File: src/rtl/renamePkg.sv
package renamePkg;
  typedef struct packed {
    logic doAlloc;
    logic doFree;
  } renameStrobes_t;
endpackage

File: src/rtl/renameCtrl.sv
module renameCtrl
  import renamePkg::*;
(
  input  logic           clk,
  input  logic           rstN,
  input  logic           inValid,
  input  logic           dstWrite,
  input  logic           freeValid,
  input  logic           listEmpty,
  output logic           renReady,
  output renameStrobes_t strobes
);
  always_comb begin
    renReady        = !(dstWrite && listEmpty);
    strobes.doAlloc = inValid && dstWrite && renReady;
    strobes.doFree  = freeValid;
  end


  no_write_alloc_chk: assert property (@(posedge clk) disable iff (!rstN)
    (inValid && !dstWrite) |-> (!strobes.doAlloc && renReady));
endmodule

File: src/rtl/renameDatapath.sv
module renameDatapath
  import renamePkg::*;
#(
  parameter int ARCH_REGS = 8,
  parameter int PHYS_REGS = 32,
  localparam int ArchW  = $clog2(ARCH_REGS),
  localparam int PhysW  = $clog2(PHYS_REGS),
  localparam int CountW = $clog2(PHYS_REGS + 1)
) (
  input  logic             clk,
  input  logic             rstN,
  input  renameStrobes_t   strobes,
  input  logic [ArchW-1:0] dstArch,
  input  logic [ArchW-1:0] srcA,
  input  logic [ArchW-1:0] srcB,
  input  logic [PhysW-1:0] freeTag,
  output logic             listEmpty,
  output logic [PhysW-1:0] physSrcA,
  output logic [PhysW-1:0] physSrcB,
  output logic [PhysW-1:0] physDst,
  output logic [PhysW-1:0] physOld
);
  localparam int InitFree = PHYS_REGS - ARCH_REGS;

  logic [ARCH_REGS-1:0][PhysW-1:0] mapTable;
  logic [PhysW-1:0]  freeMem [PHYS_REGS];
  logic [PhysW-1:0]  headPtr, tailPtr;
  logic [CountW-1:0] freeCount;

  function automatic logic [PhysW-1:0] nextPtr(input logic [PhysW-1:0] p);
    return (int'(p) == PHYS_REGS - 1) ? '0 : p + 1'b1;
  endfunction

  always_comb begin
    physSrcA  = mapTable[srcA];
    physSrcB  = mapTable[srcB];
    physOld   = mapTable[dstArch];
    physDst   = freeMem[headPtr];
    listEmpty = (freeCount == '0);
  end

  always_ff @(posedge clk) begin
    if (!rstN) begin
      for (int i = 0; i < ARCH_REGS; i++) mapTable[i] <= PhysW'(i);
    end else if (strobes.doAlloc) begin
      mapTable[dstArch] <= freeMem[headPtr];
    end
  end

  always_ff @(posedge clk) begin
    if (!rstN) begin
      for (int j = 0; j < PHYS_REGS; j++)
        freeMem[j] <= (j < InitFree) ? PhysW'(j + ARCH_REGS) : '0;
      headPtr   <= '0;
      tailPtr   <= PhysW'(InitFree);
      freeCount <= CountW'(InitFree);
    end else begin
      if (strobes.doFree) begin
        freeMem[tailPtr] <= freeTag;
        tailPtr          <= nextPtr(tailPtr);
      end
      if (strobes.doAlloc) headPtr <= nextPtr(headPtr);
      case ({strobes.doAlloc, strobes.doFree})
        2'b10:   freeCount <= freeCount - 1'b1;
        2'b01:   freeCount <= freeCount + 1'b1;
        default: freeCount <= freeCount;
      endcase
    end
  end


  alloc_fresh_chk: assert property (@(posedge clk) disable iff (!rstN)
    strobes.doAlloc |-> (physDst != physOld));


  map_update_chk: assert property (@(posedge clk) disable iff (!rstN)
    strobes.doAlloc |=> (mapTable[$past(dstArch)] == $past(physDst)));


  map_hold_chk: assert property (@(posedge clk) disable iff (!rstN)
    !strobes.doAlloc |=> $stable(mapTable));


  no_underflow_chk: assert property (@(posedge clk) disable iff (!rstN)
    strobes.doAlloc |-> (freeCount != '0));


  free_count_chk: assert property (@(posedge clk) disable iff (!rstN)
    (strobes.doFree && !strobes.doAlloc) |=> (freeCount == $past(freeCount) + 1'b1));
endmodule

File: src/rtl/renameMap.sv
module renameMap
  import renamePkg::*;
#(
  parameter int ARCH_REGS = 8,
  parameter int PHYS_REGS = 32,
  localparam int ArchW = $clog2(ARCH_REGS),
  localparam int PhysW = $clog2(PHYS_REGS)
) (
  input  logic             clk,
  input  logic             rstN,
  input  logic             inValid,
  input  logic             dstWrite,
  input  logic [ArchW-1:0] dstArch,
  input  logic [ArchW-1:0] srcA,
  input  logic [ArchW-1:0] srcB,
  input  logic             freeValid,
  input  logic [PhysW-1:0] freeTag,
  output logic             renReady,
  output logic [PhysW-1:0] physSrcA,
  output logic [PhysW-1:0] physSrcB,
  output logic [PhysW-1:0] physDst,
  output logic [PhysW-1:0] physOld
);
  renameStrobes_t strobes;
  logic           listEmpty;

  renameCtrl i_ctrl (
    .clk(clk), .rstN(rstN), .inValid(inValid), .dstWrite(dstWrite),
    .freeValid(freeValid), .listEmpty(listEmpty),
    .renReady(renReady), .strobes(strobes)
  );

  renameDatapath #(.ARCH_REGS(ARCH_REGS), .PHYS_REGS(PHYS_REGS)) i_data (
    .clk(clk), .rstN(rstN), .strobes(strobes), .dstArch(dstArch),
    .srcA(srcA), .srcB(srcB), .freeTag(freeTag), .listEmpty(listEmpty),
    .physSrcA(physSrcA), .physSrcB(physSrcB), .physDst(physDst), .physOld(physOld)
  );
endmodule

File: config.mk
export PLATFORM = sky130hd
export DESIGN_NAME = renameMap
export DESIGN_NICKNAME = d
export VERILOG_FILES = /design/src/rtl/renamePkg.sv /design/src/rtl/renameCtrl.sv /design/src/rtl/renameDatapath.sv /design/src/rtl/renameMap.sv
export SDC_FILE = /design/constraint.sdc
export NUM_CORES = 1
export LEC_CHECK = 0
export BUFFER_PORTS_ARGS = -buffer_cell sky130_fd_sc_hd__buf_4
export CORE_MARGIN = 2
export CORE_UTILIZATION = 56
export DETAILED_ROUTE_END_ITERATION = 8
export GPL_TIMING_DRIVEN = 0
export PLACE_DENSITY = 0.72
export SLEW_MARGIN = 20
export SYNTH_ARGS = -nofsm -noshare
export SYNTH_HDL_FRONTEND = slang
export SYNTH_SLANG_ARGS = --single-unit
File: constraint.sdc
create_clock -name clk -period 3.55 [get_ports clk]
set_input_delay 0.1775 -clock clk [delete_from_list [all_inputs] [get_ports clk]]
set_output_delay 0.1775 -clock clk [all_outputs]
set_load 0.1 [all_outputs]
==> impl_metrics.ini, run 1 <==
[timing]
worst_pin_slew_ns = 1.06
final.setup_skew_ns = 0.00879
hold_violations = 0
rsz0062_at_grt = no
slew_violations = 0
max_slew_margin = 0.285
finalSetupTns_ns = 0
period_minus_slack_ns = 3.44
min_period_over_period = 0.969
max_freq_mhz = 291
setup_viol = 0

[cts]
root_buffer = clkbuf_16
clock_latency_ns = 0.51
cts_tree = built
cts.sinks = 221
cts_buffers = 23
path_clk_slew_ns = 0.06
clk_path_buf_depth = 3
htreeDepth = 1

[min_path]
min_from = freeTag[3]
min_path_type = primary input to flop

[worst_setup_path]
cp_cell_sequence = buf_4 -> and2_1 -> buf_1 -> a22oi_1 -> a21oi_1 -> nor4_4 -> buf_4
cp_num_buf_inv = 3
cp_max_fo = 9
max_stage_delay_ns = 0.75
cp-end-kind = primary output
cp_common_cell = buf_4
start_kind = flop
worstPathArrival_ns = 3.26
slowest_stage = nor4_4
path_delay_family = buffers and inverters
crit_type = flop to primary output
cp.required_ns = 3.37
rr_startpoint = i_data.freeCount[5]

[route]
drt-initial-drc-count = 1073
ant_nets = 0
drt_pass1_iterations = 6
wl_per_cell_microns = 24.1
drcViolationCount = 0
vias = 8343
finalWirelength_mm = 30.7
avgViaCountPerCell = 6.55

[cells_and_area]
drive_above_1_share = 0.151
syn_to_final_growth_pct = 11.5
diodes = 0
postLayoutCoreUtil = 0.638
nNetsFinal = 1029
fin_cells = 1274

[placement]
dp_cells = 1233
gp_congestion = 0.939
dp_hpwl_mm = 21.6
io_buffers = 34

[power_and_ir_drop]
clkPwrFrac = 0.382
power_density_mw_per_mm2 = 461
sw_frac_of_total = 0.256
comb_power_share = 0.118
p_int_mw = 4.27
p_switching_mw = 1.47
ir_drop_uv = 291
leakagePower_nw = 4.09
p_seq_frac = 0.500

[global_route]
antenna_found_initial = 0
grt.overflow.total = 0
grt_pass1_vias = 7721
grt_first_pass_wirelength_mm = 45.9
grt_max_degree = 15
track_usage = 0.286

[synthesis]
synth_edf_count = 160
synthArstFlopShare = 0
postSynthCellCount = 934
synth.net_count = 967
synth_area_leaders = edfxtp_1 43%, dfxtp_1 11%, mux2i_1 7.5%
synth_cell_type_count = 60
syn_area_per_cell_sq_um = 12.0
ys_ff_latch = 221
yosysSeqAreaShare = 0.539
synth_top_area_cell = edfxtp_1
synth_area_sq_mm = 0.0112
yosys_warnings = 0
ys.flop_type = edfxtp_1
synth_top_area_frac = 0.430

[outcome]
status = finished clean

[run]
cap_violations = 0

[die]
fp.dieH_microns = 145
die_x_microns = 145
core.rowCount = 51
start_util = 0.572
die_area_sq_mm = 0.0211
pin_count = 40
core_region_area_sq_mm = 0.0195
-- layout by cell type, fill, tap and decap left out, types with 34 or more instances in the layout --
cell,synthesis,layout
nand2_1,41,41
dfxtp_1,61,61
a22oi_1,40,40
a21oi_1,40,40
nand3_1,34,34
and2_1,49,49
edfxtp_1,160,160
o21ai_0,39,38
nor2_1,44,44
buf_4,5,39
clkbuf_1,60,65
mux2i_1,84,84
-- final cells by class --
cell class / instances / area [sq um]
fill: 1532 / 7070
sequential: 221 / 6030
multi-input combinational: 617 / 4690
clock buffer: 31 / 636
buffer: 81 / 400
tap: 265 / 332
timing repair buffer: 37 / 285
inverter: 15 / 56.3
clock inverter: 7 / 33.8
-- cells in the mapped netlist (5+ instances only) --
library cell  count
mux2i_1          84
and3_1           29
buf_1             6
nor2b_1           6
or3_1            28
buf_4             5
mux4_2           24
and2_1           49
o21ai_0          39
nand2_1          41
nand3_1          34
clkbuf_1         60
nand4_1           5
or2_2            11
mux2_2           16
a22o_2            5
o211ai_1          7
a22oi_1          40
nor2_1           44
dfxtp_1          61
inv_1            11
ha_1             13
a22o_1           18
nor3_1           27
nand2b_1          6
a31oi_4           5
a21oi_1          40
edfxtp_1        160
-- per-stage QoR --
| step | hold WS (ns) | cell area (sq um) | power [mW] | worst slack, ns |
|---|---|---|---|---|
| finish | 0.0602 | 12500 | 5.74 | 0.111 |
| detailed placement | 0.467 | 11800 | 3.59 | 0.216 |
| global route | 0.0631 | 12500 | 5.90 | 0.0801 |
| CTS | 0.0478 | 12500 | 5.75 | 0.194 |
| global placement | 0.467 | 11800 | 3.57 | 0.285 |
| floorplan | 0.355 | 11200 | 3.38 | 0.678 |
-- logic make-up after synthesis --
logic type / count (synthesis) / synth area share
mux: 124 / 0.140
simple gates: 301 / 0.149
xor+xnor: 3 / 0.00235
buf+inv: 96 / 0.0409
compound gates: 175 / 0.112
fa+ha+maj: 14 / 0.0164
flops: 221 / 0.539
-- final timing paths --
| kind | to | slack (ns) | depth (start not counted) |
|---|---|---|---|
| worst max register to register | i_data.freeCount[5] | 0.34 | 12 |
| worst max-delay path | physDst[4] | 0.11 | 7 |
| worst min-delay path | i_data.freeMem[23][3] | 0.06 | 2 |
| worst min register to register | i_data.headPtr[4] | 0.49 | 2 |
-- power by group through the flow --
stage / logic, mW / registers, mW / clock network [mW]
finish: 0.677 / 2.87 / 2.20
global route: 0.718 / 2.88 / 2.30
floorplan: 0.473 / 2.91 / 0
global placement: 0.651 / 2.92 / 0
CTS: 0.666 / 2.87 / 2.21
detailed placement: 0.661 / 2.92 / 0
-- per-layer routing --
metal	vias to the layer above	GRT usage	wire length [microns]
li1	3666	-	-
met1	4073	0.433	12600
met2	532	0.422	13400
met3	72	0.0491	3700
met4	0	0.0922	1060
met5	-	0	0
-- flip-flops by register name, summed over array words and instances, names as in the netlist, named ones only --
register          flops
i_data.freeMem      160
i_data.headPtr        5
i_data.freeCount      6
i_data.mapTable      40
i_data.tailPtr        5
-- repair_timing --
| item | in CTS | in global routing |
|---|---|---|
| resized for setup | 0 | 2 |
| setup endpoints to repair | 0 | 1 |
| endpoints found under the hold margin | 4 | 0 |
| hold buffers | 3 | 0 |
| buffers inserted | 0 | 0 |
Note: power is estimated with default switching activity, not from simulation.
==> run 2: changes to the inputs <==
--- a/config.mk
+++ b/config.mk
@@ -14,4 +14,5 @@
 export SLEW_MARGIN = 20
 export SYNTH_ARGS = -nofsm -noshare
 export SYNTH_HDL_FRONTEND = slang
+export SYNTH_HIERARCHICAL = 1
 export SYNTH_SLANG_ARGS = --single-unit
==> run 2 against run 1 <==
Compared with the run above: first-iteration DRC count decreased by 19%; highest routed layer unchanged; largest power group unchanged; sequential power about the same; via count decreased by 1.6%; final area increased by 0.14%; synthesized cell count increased by 3.3%; clock power increased by 14%; final cell count increased by 2.9%; routed wire length increased by 0.46%.
==> impl_metrics.ini, run 2 <==
[synthesis]
ys.flop_type = edfxtp_1
synth.net_count = 997
yosys_warnings = 6
synth_area_leaders = edfxtp_1 43%, dfxtp_1 11%, mux2i_1 7.8%
synth_top_area_cell = edfxtp_1
synth_top_area_frac = 0.435
synth_cell_type_count = 44
postSynthCellCount = 965
synth_area_sq_mm = 0.0110
syn_area_per_cell_sq_um = 11.5
synth_most_common_cell = edfxtp_1
ys_ff_latch = 221
synth_edf_count = 160
yosysSeqAreaShare = 0.545
synthArstFlopShare = 0
synth_top_cells_by_count = 160 x edfxtp_1, 86 x mux2i_1, 66 x and2_1, 64 x clkbuf_1, 61 x dfxtp_1

[cells_and_area]
largest_reg_flops = 160
drive_above_1_share = 0.137
biggestRegsByFlops = i_data/freeMem: 160 flops, i_data/mapTable: 40 flops, i_data/freeCount: 6 flops
final_common_cell = edfxtp_1
fin_area_sq_mm = 0.0125
mostFrequentLayoutCells = 160 x edfxtp_1, 86 x mux2i_1, 69 x clkbuf_1
syn_to_final_growth_pct = 12.9
nNetsFinal = 1061
regMostFlops = i_data/freeMem
diodes = 0
fillers = 1519

[cts]
root_buffer = clkbuf_16
clock_latency_ns = 0.53
path_clk_slew_ns = 0.06
postCtsSetupBuffers = 0
htreeDepth = 1
cts.sinks = 221
cts_buffers = 24
cts_tree = built
clk_path_buf_depth = 3

[timing]
final.setup_skew_ns = 0.0205
worst_pin_slew_ns = 0.869
period_minus_slack_ns = 3.38
setup_viol = 0
max_slew_margin = 0.415
slew_violations = 0
max_freq_mhz = 296
hold_violations = 0
finalSetupTns_ns = 0
rsz0062_at_grt = no
min_period_over_period = 0.951

[global_route]
track_usage = 0.298
grt_first_pass_wirelength_mm = 45.1
grt_max_degree = 14
antenna_found_initial = 0
grt.overflow.total = 0
grt_pass1_vias = 7627

[power_and_ir_drop]
power_density_mw_per_mm2 = 484
ir_drop_uv = 401
leakagePower_nw = 4.09

[route]
wl_per_cell_microns = 23.6
vias = 8206
ant_nets = 0
drt_pass1_iterations = 8
finalWirelength_mm = 30.9
avgViaCountPerCell = 6.26
drcViolationCount = 0
drt-initial-drc-count = 865

[die]
die_area_sq_mm = 0.0209
core.rowCount = 51
start_util = 0.570
die_x_microns = 144
pin_count = 40
fp.dieH_microns = 144
core_region_area_sq_mm = 0.0194

[worst_setup_path]
cp_max_fo = 9
start_kind = flop
cp.required_ns = 3.96
worstPathArrival_ns = 3.79
cp-end-kind = flop
cp_cell_sequence = or4_1 -> nor3_1 -> and3b_1 -> clkbuf_1 -> inv_2 -> ha_1 -> inv_1 -> ha_1 -> a21o_1 -> a21oi_2 -> nand4b_1 -> nand4_1 -> mux2i_1
max_stage_delay_ns = 0.55
slowest_stage = or4_1
crit_type = flop to flop
cp_common_cell = ha_1
rrSetupSlack_ns = 0.17

[outcome]
status = finished clean

[placement]
gp_congestion = 0.946
dpl_cell_area_sq_mm = 0.0116
io_buffers = 33
dp_hpwl_mm = 21.4

[min_path]
min_path_type = primary input to flop

[run]
cap_violations = 0
-- run 2: cell types whose count changed after synthesis, sizes merged, moves of 5 or more --
| cell | change |
|---|---|
| and2 | +17 |
| nand2 | +16 |
| or3 | +21 |
| a22o | -23 |
| nor3 | -13 |
| and3 | -11 |
| a22oi | +5 |
| a31oi | -6 |
| o21ai | +24 |
| o211ai | -5 |
| nor2 | +6 |
-- run 2: cell families (layout without fill, tap and decap cells) --
logic type | Yosys count | after routing | synth area share
DFF | 221 | 221 | 0.545
AOI/OAI and AO/OA | 163 | 163 | 0.0871
xor gates and xnor gates | 4 | 4 | 0.00317
muxes | 130 | 130 | 0.147
adders and majority gates | 13 | 13 | 0.0154
buffers and inverters | 101 | 182 | 0.0409
and+or+nand+nor | 333 | 333 | 0.161
-- run 2: worst paths after layout --
kind | from | to | depth (start not counted)
hold reg to reg | i_data/freeCount[5] | i_data/freeCount[5] | 2
hold / removal | dstArch[2] | i_data/mapTable[33] | 4
setup / recovery | i_data/freeCount[3] | i_data/freeCount[5] | 13
setup reg to reg | i_data/freeCount[3] | i_data/freeCount[5] | 13
-- run 2: through the flow --
stage          hold WS (ns)  utilization  setup WS [ns]  total power [mW]  cells
2_1_floorplan         0.357            -          0.633              3.36    965
3_3_place_gp          0.461        0.599          0.152              3.55   1263
3_5_place_dp          0.466        0.599          0.104              3.57   1263
4_1_cts               0.118        0.643         0.0450              6.05   1311
5_1_grt               0.151        0.643         0.0194              6.20   1311
6_report              0.137        0.643          0.173              6.03   1311
-- run 2: repair_timing --
action	in CTS	in global routing
hold buffers	5	0
endpoints found under the hold margin	8	0
gates resized for setup	0	2
endpoints found under the setup margin	0	2
-- run 2: routing by layer --
metal | global-route usage | routed length, microns | vias to the layer above
met5 | 0 | 0 | -
met4 | 0.113 | 1060 | 0
met3 | 0.0566 | 3330 | 74
met2 | 0.467 | 14300 | 482
met1 | 0.416 | 12200 | 3934
li1 | - | - | 3716
-- run 2: layout make-up --
cell class,instances,area (sq um),area share
inverters,16,60.1,0.00481
well taps,265,332,0.0266
clock buffers,34,699,0.0561
plain buffers,85,392,0.0314
repair buffers,38,298,0.0239
flip-flops and latches,221,6030,0.483
clock inverters,9,95.1,0.00762
multi-input cells,643,4580,0.367
-- run 2: worst max-delay path: cells and delay by family (launching register included) --
family | cells | cell delay [ns]
multiplexers | 1 | 0.14
AO/OA/AOI/OAI | 2 | 0.38
adder cells (fa/ha/maj) | 2 | 0.59
flip-flops | 1 | 0.32
AND/OR/NAND/NOR | 5 | 1.26
buffers and inverters | 3 | 0.57
-- run 2: where the power goes --
| part | switching, mW | internal [mW] | leakage, nW |
|---|---|---|---|
| combinational | 0.470 | 0.197 | 1.79 |
| sequential | 0.0367 | 2.83 | 1.91 |
| clock | 0.992 | 1.51 | 0.390 |
| total | 1.50 | 4.53 | 4.09 |
==> run 3: changes to the inputs <==
--- a/config.mk
+++ b/config.mk
@@ -6,7 +6,7 @@
 export NUM_CORES = 1
 export LEC_CHECK = 0
 export BUFFER_PORTS_ARGS = -buffer_cell sky130_fd_sc_hd__buf_4
-export CORE_MARGIN = 2
+export CORE_ASPECT_RATIO = 0.9
 export CORE_UTILIZATION = 56
 export DETAILED_ROUTE_END_ITERATION = 8
 export GPL_TIMING_DRIVEN = 0
==> run 3 against run 2 <==
Compared with the run above: total power fell by 2.1%; via count rose by 1.1%; final area fell by 0.70%; die area fell by 2.7%; critical path depth did not move; fmax rose by 2.3%; global-route usage rose by 0.70 points; sequential cell count did not move; register-to-register slack improved by 0.08 ns; sequential power barely moved; utilization fell by 0.054 points; first-iteration DRC count rose by 9.6%; largest cell class unchanged.
==> impl_metrics.ini, run 3 (synthesis results as in run 2) <==
[die]
core.rowCount = 48
fp.dieH_microns = 135
die_x_microns = 150
pin_count = 40
start_util = 0.573
core_region_area_sq_mm = 0.0193
die_area_sq_mm = 0.0203

[worst_setup_path]
rr_startpoint = i_data/freeCount[3]
setup.worst_path.start = i_data/freeCount[3]
rrSetupSlack_ns = 0.25
start_kind = flop
cp_max_fo = 9
cp.required_ns = 3.95
cp-end-kind = flop
r2r_cells = 13
crit_type = flop to flop
worstPathArrival_ns = 3.70
rr_endpoint = i_data/freeCount[5]
cp-endpoint = i_data/freeCount[5]

[power_and_ir_drop]
ir_drop_uv = 353
clkPwrFrac = 0.404
power_density_mw_per_mm2 = 477
sw_frac_of_total = 0.252
comb_power_share = 0.111
p_seq_frac = 0.485
leakagePower_nw = 4.07
p_int_mw = 4.42
p_switching_mw = 1.49
p_total_mw = 5.91

[min_path]
min_path_type = primary input to flop
min_from = freeTag[2]

[cells_and_area]
largest_reg_flops = 160
final_common_cell = edfxtp_1
diodes = 0
postLayoutCoreUtil = 0.643
biggestRegsByFlops = i_data/freeMem: 160 flops, i_data/mapTable: 40 flops, i_data/freeCount: 6 flops
fin_area_sq_mm = 0.0124
nNetsFinal = 1058
fin_cells = 1294
syn_to_final_growth_pct = 12.1
mostFrequentLayoutCells = 160 x edfxtp_1, 86 x mux2i_1, 71 x clkbuf_1
regMostFlops = i_data/freeMem
fillers = 1504
drive_above_1_share = 0.136

[timing]
finalSetupTns_ns = 0
min_period_over_period = 0.930
hold_violations = 0
rsz0062_at_grt = no
final.setup_skew_ns = 0.0104
slew_violations = 0
max_freq_mhz = 303
period_minus_slack_ns = 3.30
worst_pin_slew_ns = 0.867
setup_viol = 0
max_slew_margin = 0.416

[global_route]
grt_first_pass_wirelength_mm = 45.0
grt.overflow.total = 0
track_usage = 0.305
grt_pass1_vias = 7672
grt_max_degree = 14
antenna_found_initial = 0

[placement]
dp_cells = 1248
io_buffers = 33
gp_congestion = 0.949
dp_hpwl_mm = 21.9
dpl_cell_area_sq_mm = 0.0116

[run]
cap_violations = 0

[outcome]
status = finished clean

[route]
finalWirelength_mm = 30.3
drt-initial-drc-count = 948
ant_nets = 0
drcViolationCount = 0
vias = 8297
drt_pass1_iterations = 5
avgViaCountPerCell = 6.41
wl_per_cell_microns = 23.4

[cts]
postCtsSetupBuffers = 0
htreeDepth = 1
path_clk_slew_ns = 0.06
root_buffer = clkbuf_16
cts_tree = built
clk_path_buf_depth = 3
clock_latency_ns = 0.51
cts_buffers = 24
cts.sinks = 221
## run 3: timing repair
action | 4_1_cts | 5_1_grt
hold buffers | 2 | 0
hold endpoints to repair | 3 | 0
resized for setup | 0 | 1
endpoints found under the setup margin | 0 | 1
## run 3: power groups by stage
stage | clock network, mW | logic, mW | registers, mW
3_3_place_gp | 0 | 0.633 | 2.92
6_report | 2.39 | 0.657 | 2.86
3_5_place_dp | 0 | 0.640 | 2.92
5_1_grt | 2.51 | 0.694 | 2.87
4_1_cts | 2.41 | 0.646 | 2.86
2_1_floorplan | 0 | 0.459 | 2.91
## run 3: critical path: stages, from the launching register on
cell	delay (ns)
dfxtp_1	0.33
or4_1	0.54
nor3_1	0.18
and3b_1	0.20
clkbuf_1	0.24
inv_2	0.18
ha_1	0.26
inv_1	0.14
ha_1	0.30
a21o_1	0.18
a21oi_1	0.24
nand4b_1	0.15
nand4_1	0.12
mux2i_1	0.14
## run 3: metrics by stage
| step | hold WS, ns | setup slack, ns |
|---|---|---|
| after floorplan | 0.357 | 0.633 |
| after CTS | 0.00977 | 0.182 |
| after detailed placement | 0.464 | 0.215 |
| final | 0.0338 | 0.250 |
| after global routing | 0.0204 | 0.0164 |
| after global placement | 0.458 | 0.208 |
## run 3: worst min-delay path by stage
stage / slack, ns / endpoint / cells past startpoint
finish: 0.03 / i_data/freeMem[23][2] / 2
global route: 0.02 / i_data/freeMem[23][0] / 2
CTS: 0.01 / i_data/freeMem[23][0] / 2
detailed placement: 0.46 / i_data/freeCount[5] / 2
global placement: 0.46 / i_data/freeCount[5] / 2
floorplan: 0.36 / i_data/freeMem[22][1] / 1
## run 3: routing by layer
metal / vias up / share of wire / routed length (microns) / GRT usage
li1: 3705 / - / - / -
met4: 0 / 0.031 / 926 / 0.0870
met5: - / 0 / 0 / 0
met3: 71 / 0.11 / 3460 / 0.0606
met1: 4029 / 0.42 / 12700 / 0.457
met2: 492 / 0.44 / 13200 / 0.450
## run 3: cell type report
type	count	area [sq um]	share of cell area
inverters	16	60.1	0.00485
clock inverters	7	38.8	0.00313
multi-input cells	643	4570	0.369
well taps	250	313	0.0252
flip-flops and latches	221	6030	0.486
plain buffers	85	392	0.0316
clock buffers	37	721	0.0582
repair buffers	35	268	0.0216
